`src/rtl/exec_pkg.sv`:
```
`timescale 1ns/1ps
package exec_pkg;
  localparam int DATA_W  = 16;
  localparam int OP_W    = 4;
  localparam int KIND_W  = 2;

  typedef enum logic [OP_W-1:0] {
    OP_ADD  = 4'd0,
    OP_SUB  = 4'd1,
    OP_AND  = 4'd2,
    OP_OR   = 4'd3,
    OP_NAND = 4'd4,
    OP_NOR  = 4'd5,
    OP_XOR  = 4'd6,
    OP_SLT  = 4'd7,
    OP_SLTU = 4'd8,
    OP_LDB  = 4'd9,
    OP_LDW  = 4'd10,
    OP_STB  = 4'd11,
    OP_STW  = 4'd12,
    OP_BREQ = 4'd13,
    OP_BRNE = 4'd14,
    OP_JMP  = 4'd15
  } alu_op_e;

  typedef enum logic [KIND_W-1:0] {
    SH_NONE = 2'd0,
    SH_LEFT = 2'd1,
    SH_LSR  = 2'd2,
    SH_ASR  = 2'd3
  } shift_kind_e;
endpackage

```
`src/rtl/operand_shifter.sv`:
```
`timescale 1ns/1ps
module operand_shifter
  import exec_pkg::*;
#(
  parameter int W     = DATA_W,
  parameter int AMT_W = $clog2(W)
) (
  input  logic [W-1:0]     din,
  input  shift_kind_e      kind,
  input  logic [AMT_W-1:0] amt,
  output logic [W-1:0]     dout
);
  logic [W-1:0] stage [AMT_W+1];
  logic         fill;
  logic         go_left;
  logic         active;

  always_comb begin
    active  = (kind != SH_NONE);
    go_left = (kind == SH_LEFT);
    fill    = (kind == SH_ASR) ? din[W-1] : 1'b0;
  end

  assign stage[0] = din;

  // Log shifter: stage s moves the value by 2**s when bit s of amt is set
  for (genvar s = 0; s < AMT_W; s++) begin : g_stage
    localparam int DIST = 1 << s;
    logic [W-1:0] moved;
    always_comb begin
      if (go_left)
        moved = {stage[s][W-1-DIST:0], {DIST{1'b0}}};
      else
        moved = {{DIST{fill}}, stage[s][W-1:DIST]};
      stage[s+1] = (active && amt[s]) ? moved : stage[s];
    end
  end

  assign dout = stage[AMT_W];

  always_comb begin : chk_shift

    pass_chk: assert (kind != SH_NONE || dout == din)
      else $error("shift kind none altered operand");

    left_zero_chk: assert (!(kind == SH_LEFT && amt != '0) || dout[0] == 1'b0)
      else $error("left shift did not zero-fill");

    lsr_zero_chk: assert (!(kind == SH_LSR && amt != '0) || dout[W-1] == 1'b0)
      else $error("logical right shift did not zero-fill");

    asr_sign_chk: assert (kind != SH_ASR || dout[W-1] == din[W-1])
      else $error("arithmetic shift lost sign");
  end
endmodule

```
`src/rtl/operand_select.sv`:
```
`timescale 1ns/1ps
module operand_select
  import exec_pkg::*;
#(
  parameter int W = DATA_W
) (
  input  logic         use_imm,
  input  logic [W-1:0] shifted,
  input  logic [W-1:0] imm,
  output logic [W-1:0] b_eff
);
  always_comb begin
    b_eff = use_imm ? imm : shifted;
  end
endmodule

```
`src/rtl/alu_core.sv`:
```
`timescale 1ns/1ps
module alu_core
  import exec_pkg::*;
#(
  parameter int W = DATA_W
) (
  input  alu_op_e      op,
  input  logic [W-1:0] a,
  input  logic [W-1:0] b,
  output logic [W-1:0] y
);
  logic [W-1:0] sum;
  logic [W-1:0] diff;
  logic         lt_s;
  logic         lt_u;

  always_comb begin
    sum  = a + b;
    diff = a - b;
    lt_s = $signed(a) < $signed(b);
    lt_u = a < b;
  end

  always_comb begin
    unique case (op)
      OP_ADD:  y = sum;
      OP_SUB:  y = diff;
      OP_AND:  y = a & b;
      OP_OR:   y = a | b;
      OP_NAND: y = ~(a & b);
      OP_NOR:  y = ~(a | b);
      OP_XOR:  y = a ^ b;
      OP_SLT:  y = {{(W-1){1'b0}}, lt_s};
      OP_SLTU: y = {{(W-1){1'b0}}, lt_u};
      OP_LDB, OP_LDW, OP_STB, OP_STW: y = sum;
      OP_BREQ, OP_BRNE: y = diff;
      OP_JMP:  y = b;
      default: y = '0;
    endcase
  end

  always_comb begin : chk_alu

    slt_bool_chk: assert (op != OP_SLT || y[W-1:1] == '0)
      else $error("signed compare not boolean");

    sltu_bool_chk: assert (op != OP_SLTU || y[W-1:1] == '0)
      else $error("unsigned compare not boolean");
  end
endmodule

```
`src/rtl/shifted_alu_exec.sv`:
```
`timescale 1ns/1ps
module shifted_alu_exec
  import exec_pkg::*;
#(
  parameter int W     = DATA_W,
  parameter int AMT_W = $clog2(W)
) (
  input  logic [OP_W-1:0]   opcode,
  input  logic              imm_sel,
  input  logic [W-1:0]      src_a,
  input  logic [W-1:0]      src_b,
  input  logic [W-1:0]      imm,
  input  logic [KIND_W-1:0] shift_kind,
  input  logic [AMT_W-1:0]  shift_amt,
  output logic [W-1:0]      result,
  output logic              equal
);
  logic [W-1:0] b_shifted;
  logic [W-1:0] b_eff;

  operand_shifter #(.W(W), .AMT_W(AMT_W)) u_shift (
    .din  (src_b),
    .kind (shift_kind_e'(shift_kind)),
    .amt  (shift_amt),
    .dout (b_shifted)
  );

  operand_select #(.W(W)) u_sel (
    .use_imm (imm_sel),
    .shifted (b_shifted),
    .imm     (imm),
    .b_eff   (b_eff)
  );

  alu_core #(.W(W)) u_alu (
    .op (alu_op_e'(opcode)),
    .a  (src_a),
    .b  (b_eff),
    .y  (result)
  );

  always_comb begin
    equal = (src_a == src_b);
  end

  always_comb begin : chk_top

    imm_route_chk: assert (!imm_sel || b_eff == imm)
      else $error("immediate not routed to operand");

    eq_sub_chk: assert (!(opcode == OP_SUB && !imm_sel && shift_kind == SH_NONE)
                        || (equal == (result == '0)))
      else $error("equality flag disagrees with difference");
  end
endmodule

```
`config.mk`:
```
export PLATFORM = sky130hd
export DESIGN_NAME = shifted_alu_exec
export DESIGN_NICKNAME = d
export VERILOG_FILES = /design/src/rtl/exec_pkg.sv /design/src/rtl/operand_shifter.sv /design/src/rtl/operand_select.sv /design/src/rtl/alu_core.sv /design/src/rtl/shifted_alu_exec.sv
export SDC_FILE = /design/constraint.sdc
export NUM_CORES = 1
export LEC_CHECK = 0
export ABC_CLOCK_PERIOD_IN_PS = 9100
export CORE_ASPECT_RATIO = 0.75
export CORE_MARGIN = 2
export CORE_UTILIZATION = 46
export DETAILED_ROUTE_END_ITERATION = 7
export PLACE_DENSITY_LB_ADDON = 0.12
export SETUP_SLACK_MARGIN = 0.5
export SLEW_MARGIN = 10
export SYNTH_ARGS = -nofsm -noshare
export SYNTH_HDL_FRONTEND = slang
export SYNTH_SLANG_ARGS = --single-unit
```
`constraint.sdc`:
```
create_clock -name vclk -period 9.1
set_input_delay 0.91 -clock vclk [all_inputs]
set_output_delay 0.91 -clock vclk [all_outputs]
set_load 0.02 [all_outputs]
```
==> summary.md, run 1 <==
| Metric | Value |
|---|---|
| Setup TNS | 0 ns |
| DR vias/cell | 6.785 |
| CORE AREA | 0.01090 mm^2 |
| Cell with the most instances after synthesis | nand2_1 |
| Final period util | 87.54% |
| Status | completed |
| Critical path's largest stage delay | 1.05 ns |
| Die Span Y | 95.41 um |
| Commonest cells in the synthesized netlist | nand2_1, nor2_1, a21oi_1, inv_1, o21ai_0 |
| Max Fclk | 0.1255 GHz |
| Horiz. Die Dim | 125.9 um |
| Power per Cell Area | 84.63 mW/mm^2 |
| DR pass1 iterations | 6 |
| Number of DRC markers in iteration 0 | 928 |
| Placer congestion estimate | 1.049 |
| Critical path cell sequence | clkdlybuf4s50_1, nor2_8, nor2_1, a311o_1, nor2_1, or3_1, mux2_2, ha_1, inv_1, fa_1, nor2b_1, o31ai_1, a21oi_1, o311a_1, o31ai_1, xnor2_1, a21oi_1, a31oi_1, clkdlybuf4s50_1 |
| Number of global-route vias before repair | 5,852 |
| Routed wl met3 | 3.155 mm |
| Synth Cell Area | 0.005125 mm^2 |
| Seq/Total Area, Yosys | 0% |
| Design area | 0.005872 mm^2 |
| Antenna violations before repair | 0 |
| Slew headroom | 37.63% |
| Worst setup EP type | output port |
| Via count | 6,568 |
| Hold Path Class | in2out |
| Die area | 0.01201 mm^2 |
| Ys Warns | 0 |
| Io pins | 76 |
| Total Power | 0.4969 mW |
| Initial Utilization | 47.02% |
| Row cnt | 33 |
| Antenna diodes | 0 |
| Post-Synth XOR/XNOR Area | 4.272% |
| Final net count | 940 |
| RSZ-0062 raised after global routing | false |
| Hold_buf cts | 0 |
| Final core occ | 53.87% |
| Setup-failing EPs final | 0 |
| Area of the multi-input gates | 0.004617 mm^2 |
| Maximum VDD drop | 0.04449 mV |
| Worst Path Class, Setup | in2out |
| DR DRC count | 0 |
| Leak | 2.364 nW |
| Fillers | 1,102 |
| Mux share of post-synthesis cell area | 1.636% |
| Crit-path leading delay family | compound AO/OA/AOI/OAI gates |
| Area grow syn2layout | 14.58% |
| CP Data Required Time | 8.19 ns |
| Wire per inst | 22.67 um |
| Met1 wire length | 9.913 mm |
| Max-cap violations | 0 |
| Yosys cell types | 98 |
| Simple-gate share of the synthesized area | 28.91% |
| Remaining Overflow, GRT | 0 |
| Post-CTS Setup Bufs | 0 |
| Post-synthesis adder-cell area fraction | 12.74% |
| Post-route antenna net violation count | 0 |
| WL met2 | 8.576 mm |
| FF/Latch Area | 0 um^2 |
| Layout clock buffers | 0 |
| Largest family of logic cells by synthesized area | compound AO/OA/AOI/OAI gates |
| Count of final hold-check violations | 0 |
| Compound-gate portion of the synthesized area | 42.53% |
| DP HPWL | 16.90 mm |
| CP Buf/Inv Count | 3 |
| Max-slew violations | 0 |
| Area leader, netlist | ha_1 |
| Highest Signal Layer | met4 |
| Aggregate global-route resource usage | 34.68% |
| Hold slack | 3.078 ns |
| Crit-path max FO | 21 |
| Layout cells sized above 1 | 6.522% |
| WP data arrival | 7.06 ns |
| FFs & Latches | 0 |
| Slew at the pin closest to its max-slew limit | 0.9326 ns |
| Fin crit period | 7.966 ns |
| Slowest CP cell | clkdlybuf4s50_1 |
| CP startpoint kind | input pin |
| Top cell type's share of synthesized area | 11.96% |
| Dpl cell area | 0.005872 mm^2 |
| Top cells by area, synth | ha_1, a21oi_1, nand2_1 |
| Syn Area/Cell | 6.430 um^2 |
| Post-Syn Nets | 907 |
| Pin count of the biggest net entering global routing | 46 |
| Number of I/O port buffers | 76 |
| Post_cts resized | 0 |
| First-pass GRT wire length | 33.15 mm |
| Syn Inst Count | 797 |
| Final wirelength | 21.94 mm |
## area by class of cell
| class | instances | area share [%] |
|---|---|---|
| multi-input cells | 681 | 78.63 |
| repair buffers | 90 | 14.75 |
| inverters | 57 | 3.644 |
| well taps | 140 | 2.983 |
## final timing paths
check / start / endpoint / slack, ns / cells past startpoint
min: imm[4] / result[4] / 3.08 / 4
max: shift_kind[1] / result[14] / 1.13 / 19
## tightest hold or removal path, cell delays in order
cell and delay (ns):
clkdlybuf4s50_1 0.42, nand2_1 0.13, o211ai_1 0.15, clkdlybuf4s50_1 0.56
## routing by layer
metal  up-vias  track usage [%]
met2       463            50.09
met4         0            4.304
met3        34            9.315
li1       3023                -
met1      3048            52.16
met5         -                0
## power breakdown
group          internal [mW]  switching (mW)  leakage (nW)  total [mW]
clock                      0               0             0           0
combinational          0.200           0.297          2.36       0.497
sequential                 0               0             0           0
total                  0.200           0.297          2.36       0.497
## cells by family (layout without fill, tap and decap cells)
family / Yosys count / in the layout
adder cells (fa/ha/maj): 51 / 51
AND/OR/NAND/NOR: 291 / 291
multiplexers: 8 / 8
XOR/XNOR: 25 / 25
buffers and inverters: 116 / 147
AO/OA/AOI/OAI: 306 / 306
## metrics by stage
stage               setup slack (ns)  instances
floorplan                      3.497        797
global placement               1.486        968
detailed placement             1.417        968
CTS                            1.386        968
global route                  0.9537        968
finish                         1.134        968
## layout by cell type, fill, tap and decap left out, drive strengths merged, types with 13 or more instances in the layout
master         count
nor2              72
clkdlybuf4s50     76
a22oi             14
nor2b             19
buf               14
nand2b            18
a21oi             58
inv               57
nand2             75
nand3             26
xnor2             21
nor3              25
o31ai             13
o21ai             61
a31oi             16
ha                49
o22ai             23
Power figures use the tool's default switching activity.
==> run 2: changes to the inputs <==
--- a/config.mk
+++ b/config.mk
@@ -15,4 +15,6 @@
 export SLEW_MARGIN = 10
 export SYNTH_ARGS = -nofsm -noshare
 export SYNTH_HDL_FRONTEND = slang
+export SYNTH_HIERARCHICAL = 1
 export SYNTH_SLANG_ARGS = --single-unit
+export TNS_END_PERCENT = 100
==> run 2 against run 1 <==
Sequential cell count unchanged. Critical path depth decreased by 1. Final area decreased by 0.85%. Via count increased by 1.0%. Critical endpoint is now result[12].
==> summary.md, run 2 <==
| Metric | Value |
|---|---|
| Critical path cell sequence | clkdlybuf4s50_1, nor4bb_1, nor4_1, a31oi_1, o21ai_0, a22oi_1, o21ai_0, mux2_2, inv_1, ha_1, inv_1, a211o_1, a221o_1, a221oi_4, nor3_1, or3_1, a41oi_1, clkdlybuf4s50_1 |
| Fillers | 1,121 (+1.7%) |
| Post-Syn Nets | 892 (-1.7%) |
| Area leader, netlist | ha_1 |
| Via count | 6,634 (+1.0%) |
| Commonest cells in the synthesized netlist | nand2_1, a21oi_1, nor2_1, o21ai_0, inv_1 |
| Max Fclk | 0.1257 GHz (about the same) |
| Antenna diodes | 0 (unchanged) |
| Post-route antenna net violation count | 0 (unchanged) |
| Number of I/O port buffers | 76 (unchanged) |
| DP HPWL | 16.77 mm (-0.77%) |
| Leak | 2.337 nW (-1.1%) |
| CP startpoint kind | input pin |
| Crit path from | shift_amt[0] |
| First-pass GRT wire length | 33.49 mm (+1.0%) |
| Layout clock buffers | 0 (unchanged) |
| Crit-path max FO | 23 (+9.5%) |
| Final Non-Filler Cells | 954 (-1.4%) |
| Number of global-route vias before repair | 5,909 (+0.97%) |
| Die area | 0.01190 mm^2 (-0.91%) |
| Worst setup EP type | output port |
| Syn Area/Cell | 6.500 um^2 (+1.1%) |
| Aggregate global-route resource usage | 35.14% (+0.47 points) |
| Crit-path leading delay family | compound AO/OA/AOI/OAI gates |
| Gr busiest metal | met1 |
| Met1 Use GR | 52.86% (+0.70 points) |
| Synth Cell Area | 0.005076 mm^2 (-0.95%) |
| Critical path's largest stage delay | 0.86 ns (-0.19 ns) |
| Slew at the pin closest to its max-slew limit | 1.281 ns (+0.3482 ns) |
| Number of DRC markers in iteration 0 | 1,109 (+20%) |
| Final net count | 927 (-1.4%) |
| Hold_buf cts | 0 (unchanged) |
| Horiz. Die Dim | 125.3 um (-0.46%) |
| DR vias/cell | 6.954 (+2.5%) |
| Row cnt | 33 (unchanged) |
| Fin crit period | 7.958 ns (-0.007910 ns) |
| M3 GR Usage | 9.688% (+0.37 points) |
| Wire per inst | 22.92 um (+1.1%) |
| Status | completed |
| Top cells by area, synth | ha_1, a21oi_1, nand2_1 |
| Area grow syn2layout | 14.69% |
| CP Buf/Inv Count | 4 (+1) |
| Top cell type's share of synthesized area | 12.32% (+0.36 points) |
| Hold Path Class | in2out |
| Pin count of the biggest net entering global routing | 46 (unchanged) |
| Antenna violations before repair | 0 (unchanged) |
| Io pins | 76 (unchanged) |
| RSZ-0062 raised after global routing | false |
| Post-CTS Setup Bufs | 0 (unchanged) |
| Syn Inst Count | 781 (-2.0%) |
| Ys Warns | 6 (+6) |
| Setup TNS | 0 ns (unchanged) |
| Area of the multi-input gates | 0.004567 mm^2 (-1.1%) |
| GR Layer Usage met2 | 50.18% (+0.092 points) |
| Initial Utilization | 46.75% (-0.27 points) |
| Count of final hold-check violations | 0 (unchanged) |
| CP Data Required Time | 8.19 ns (about the same) |
| Cell with the most instances after synthesis | nand2_1 |
| Maximum VDD drop | 0.05469 mV (+23%) |
| Placer congestion estimate | 1.066 (+1.5%) |
| Most frequent cells in the layout | nand2_1, clkdlybuf4s50_1, a21oi_1 |
| Yosys cell types | 83 (-15%) |
| Seq/Total Area, Yosys | 0% (unchanged) |
| Worst Path Class, Setup | in2out |
| DR DRC count | 0 (unchanged) |
| Commonest non-fill, non-tap cell in the layout | nand2_1 |
| Power per Cell Area | 86.54 mW/mm^2 (+2.3%) |
| Final wirelength | 21.87 mm (-0.33%) |
| Min-Delay Startpoint | src_a[11] |
| Final period util | 87.46% (about the same) |
| Slowest CP cell | clkdlybuf4s50_1 |
| Post_cts resized | 0 (unchanged) |
| WP data arrival | 7.05 ns (about the same) |
| CORE AREA | 0.01086 mm^2 (-0.38%) |
| Die Span Y | 94.98 um (-0.46%) |
| Setup-failing EPs final | 0 (unchanged) |
| Layout cells sized above 1 | 6.020% (-0.50 points) |
| Max-slew violations | 0 (unchanged) |
| FF/Latch Area | 0 um^2 (unchanged) |
| Remaining Overflow, GRT | 0 (unchanged) |
| DR pass1 iterations | 6 (unchanged) |
| Post-placement cell count | 954 (-1.4%) |
| FFs & Latches | 0 (unchanged) |
| Slew headroom | 13.96% (-24 points) |
| Max-cap violations | 0 (unchanged) |
run 2: path summary, 6_finish.rpt:
| check | to | cells past startpoint | slack, ns |
|---|---|---|---|
| min | equal | 5 | 3.16 |
| max | result[12] | 18 | 1.14 |
run 2: cell families after synthesis:
group,share of synthesized area (%)
buffers and inverters,10.03
XOR/XNOR,4.314
multiplexers,6.532
AND/OR/NAND/NOR,24.16
AO/OA/AOI/OAI,41.85
adder cells (fa/ha/maj),13.11
run 2: routing by layer:
metal | share of wire, % | vias up | wire, um
met3 | 16 | 56 | 3407
met5 | 0 | - | 0
met2 | 38 | 546 | 8403
met1 | 44 | 3060 | 9673
met4 | 1.8 | 0 | 385
li1 | - | 2972 | -
run 2: power breakdown:
part / internal (mW) / total (mW) / switching [mW] / leakage, nW
registers: 0 / 0 / 0 / 0
logic: 0.204 / 0.504 / 0.300 / 2.34
clock network: 0 / 0 / 0 / 0
total: 0.204 / 0.504 / 0.300 / 2.34
run 2: area by class of cell:
cell class	instances	area share, %
inverter	57	3.675
multi-input combinational	667	78.44
timing repair buffer	90	14.87
tap	140	3.009
run 2: through the flow:
stage	utilization, %	hold WS, ns	setup slack [ns]	power (mW)	cell area [um^2]
6_report	53.61	3.161	1.142	0.5038	5822
5_1_grt	53.61	3.221	1.013	0.5402	5822
4_1_cts	53.61	3.170	1.387	0.4844	5822
3_5_place_dp	53.61	3.163	1.413	0.4814	5822
3_3_place_gp	53.61	3.136	1.446	0.4803	5822
2_1_floorplan	-	1.997	3.371	0.3253	5076
==> run 3: changes to the inputs <==
--- a/config.mk
+++ b/config.mk
@@ -6,7 +6,6 @@
 export NUM_CORES = 1
 export LEC_CHECK = 0
 export ABC_CLOCK_PERIOD_IN_PS = 9100
-export CORE_ASPECT_RATIO = 0.75
 export CORE_MARGIN = 2
 export CORE_UTILIZATION = 46
 export DETAILED_ROUTE_END_ITERATION = 7
==> run 3 against run 2 <==
Final area fell by 0.39%. Worst setup slack got worse by 0.018 ns. Sequential cell count did not move. Combinational power fell by 0.8%. Count of clock-buffer cells in the layout did not move. Non-clock buffer count fell by 3. Maximum frequency fell by 0.23%. First-iteration DRC count fell by 35%. Largest cell class unchanged. Highest routed layer unchanged.
==> summary.md, run 3 (synthesis gave the netlist of run 2 again) <==
| Metric | Value |
|---|---|
| Status | completed |
| Layout clock buffers | 0 (unchanged) |
| Placer congestion estimate | 1.015 (-4.8%) |
| Die area | 0.01189 mm^2 (about the same) |
| Final period util | 87.66% (+0.20 points) |
| Clock power frac | 0% (unchanged) |
| Switching portion of total power | 59.45% (-0.10 points) |
| Most frequent cells in the layout | nand2_1, clkdlybuf4s50_1, a21oi_1 |
| Antenna violations before repair | 0 (unchanged) |
| Hold slack | 3.139 ns (-0.02258 ns) |
| CP Data Required Time | 8.19 ns (about the same) |
| Area grow syn2layout | 14.25% |
| Power per Cell Area | 86.16 mW/mm^2 (-0.44%) |
| FF/Latch Area | 0 um^2 (unchanged) |
| Io pins | 76 (unchanged) |
| Fillers | 1,067 (-4.8%) |
| Die Span Y | 109.0 um (+15%) |
| Final wirelength | 22.30 mm (+2.0%) |
| Post_cts resized | 0 (unchanged) |
| Max Fclk | 0.1254 GHz (-0.23%) |
| Leak | 2.323 nW (-0.59%) |
| Initial Utilization | 47.03% (+0.29 points) |
| DR vias/cell | 6.901 (-0.76%) |
| Post-placement cell count | 951 (-0.31%) |
| Max-slew violations | 0 (unchanged) |
| Min-Delay Startpoint | src_a[9] |
| DR DRC count | 0 (unchanged) |
| FFs & Latches | 0 (unchanged) |
| Final setup margin | 1.123 ns (-0.01832 ns) |
| Antenna diodes | 0 (unchanged) |
| Total Power | 0.4997 mW (-0.83%) |
| Number of I/O port buffers | 76 (unchanged) |
| M3 GR Usage | 2.869% (-6.8 points) |
| CORE AREA | 0.01079 mm^2 (-0.61%) |
| Met1 Use GR | 43.35% (-9.5 points) |
| Aggregate global-route resource usage | 36.95% (+1.8 points) |
| Via count | 6,563 (-1.1%) |
| First-pass GRT wire length | 34.12 mm (+1.9%) |
| Setup-failing EPs final | 0 (unchanged) |
| Number of global-route vias before repair | 6,312 (+6.8%) |
| GR Layer Usage met2 | 66.42% (+16 points) |
| Post-CTS Setup Bufs | 0 (unchanged) |
| Max-cap violations | 0 (unchanged) |
| Post-route antenna net violation count | 0 (unchanged) |
| Number of DRC markers in iteration 0 | 719 (-35%) |
| Final net count | 924 (-0.32%) |
| RSZ-0062 raised after global routing | false |
| Horiz. Die Dim | 109.0 um (-13%) |
| Switching pwr | 0.2971 mW (-1.0%) |
| Count of final hold-check violations | 0 (unchanged) |
| Wire per inst | 23.44 um (+2.3%) |
| Slew at the pin closest to its max-slew limit | 1.273 ns (-0.008278 ns) |
| Hold Path Class | in2out |
| Layout cells sized above 1 | 5.672% (-0.35 points) |
| Pin count of the biggest net entering global routing | 46 (unchanged) |
| Combinational Power Share | 100.0% (about the same) |
| Worst setup EP type | output port |
| DP HPWL | 17.07 mm (+1.8%) |
| WP data arrival | 7.07 ns (+0.02 ns) |
| Internal | 0.2026 mW (-0.57%) |
| CP startpoint kind | input pin |
| Slew headroom | 14.51% (+0.56 points) |
| Setup WS pre-CTS | 1.292 ns (-0.1205 ns) |
| Gr busiest metal | met2 |
| Row cnt | 38 (+15%) |
| Commonest non-fill, non-tap cell in the layout | nand2_1 |
| Crit-path max FO | 37 (+61%) |
| Crit path from | shift_amt[0] |
| Final Non-Filler Cells | 951 (-0.31%) |
| Hold_buf cts | 0 (unchanged) |
| Maximum VDD drop | 0.04695 mV (-14%) |
| DR pass1 iterations | 6 (unchanged) |
| Sequential Power Share | 0% (unchanged) |
| Fin crit period | 7.977 ns (+0.01832 ns) |
| Setup TNS | 0 ns (unchanged) |
| Remaining Overflow, GRT | 0 (unchanged) |
| Worst Path Class, Setup | in2out |
-- run 3: cell count changes in the layout (fill, tap and decap cells not counted) --
cell,before,now
buf_4,14,11
-- run 3: critical path, cell delays in order --
cell and delay, ns:
clkdlybuf4s50_1 0.75, buf_4 0.45, inv_2 0.16, a22o_1 0.29, a221oi_4 0.29, o22ai_1 0.19
and2_0 0.21, or4_1 0.52, mux2_2 0.32, inv_1 0.10, ha_1 0.23, nor3_1 0.09
a211o_1 0.31, a221o_1 0.38, a221oi_4 0.40, o21ai_2 0.14, a2111oi_1 0.55, a211o_1 0.16
clkdlybuf4s50_1 0.59
-- run 3: path summary, 6_finish.rpt --
path | endpoint | slack [ns] | cells after the start
hold / removal | equal | 3.14 | 5
setup / recovery | result[0] | 1.12 | 19
-- run 3: through the flow --
| stage | area [um^2] | util (%) |
|---|---|---|
| final | 5799 | 53.73 |
| after global placement | 5799 | 53.73 |
| after CTS | 5799 | 53.73 |
| after detailed placement | 5799 | 53.73 |
| after global routing | 5799 | 53.73 |
| after floorplan | 5076 | - |
-- run 3: per-layer routing --
| layer | wire length, um | part of all wire, % |
|---|---|---|
| met1 | 8142 | 37 |
| met2 | 10900 | 49 |
| met3 | 1914 | 8.6 |
| met4 | 1339 | 6.0 |
| met5 | 0 | 0 |
-- run 3: area by class of cell --
class | count | area (um^2) | area share (%)
well taps | 140 | 175.2 | 3.020
multi-input cells | 667 | 4567 | 78.75
repair buffers | 87 | 843.3 | 14.54
inverters | 57 | 214.0 | 3.689
-- run 3: power by group through the flow --
stage | combinational [mW] | sequential, mW | clock (mW)
after floorplan | 0.325 | 0 | 0
after global placement | 0.481 | 0 | 0
after detailed placement | 0.484 | 0 | 0
after CTS | 0.487 | 0 | 0
after global routing | 0.535 | 0 | 0
final | 0.500 | 0 | 0
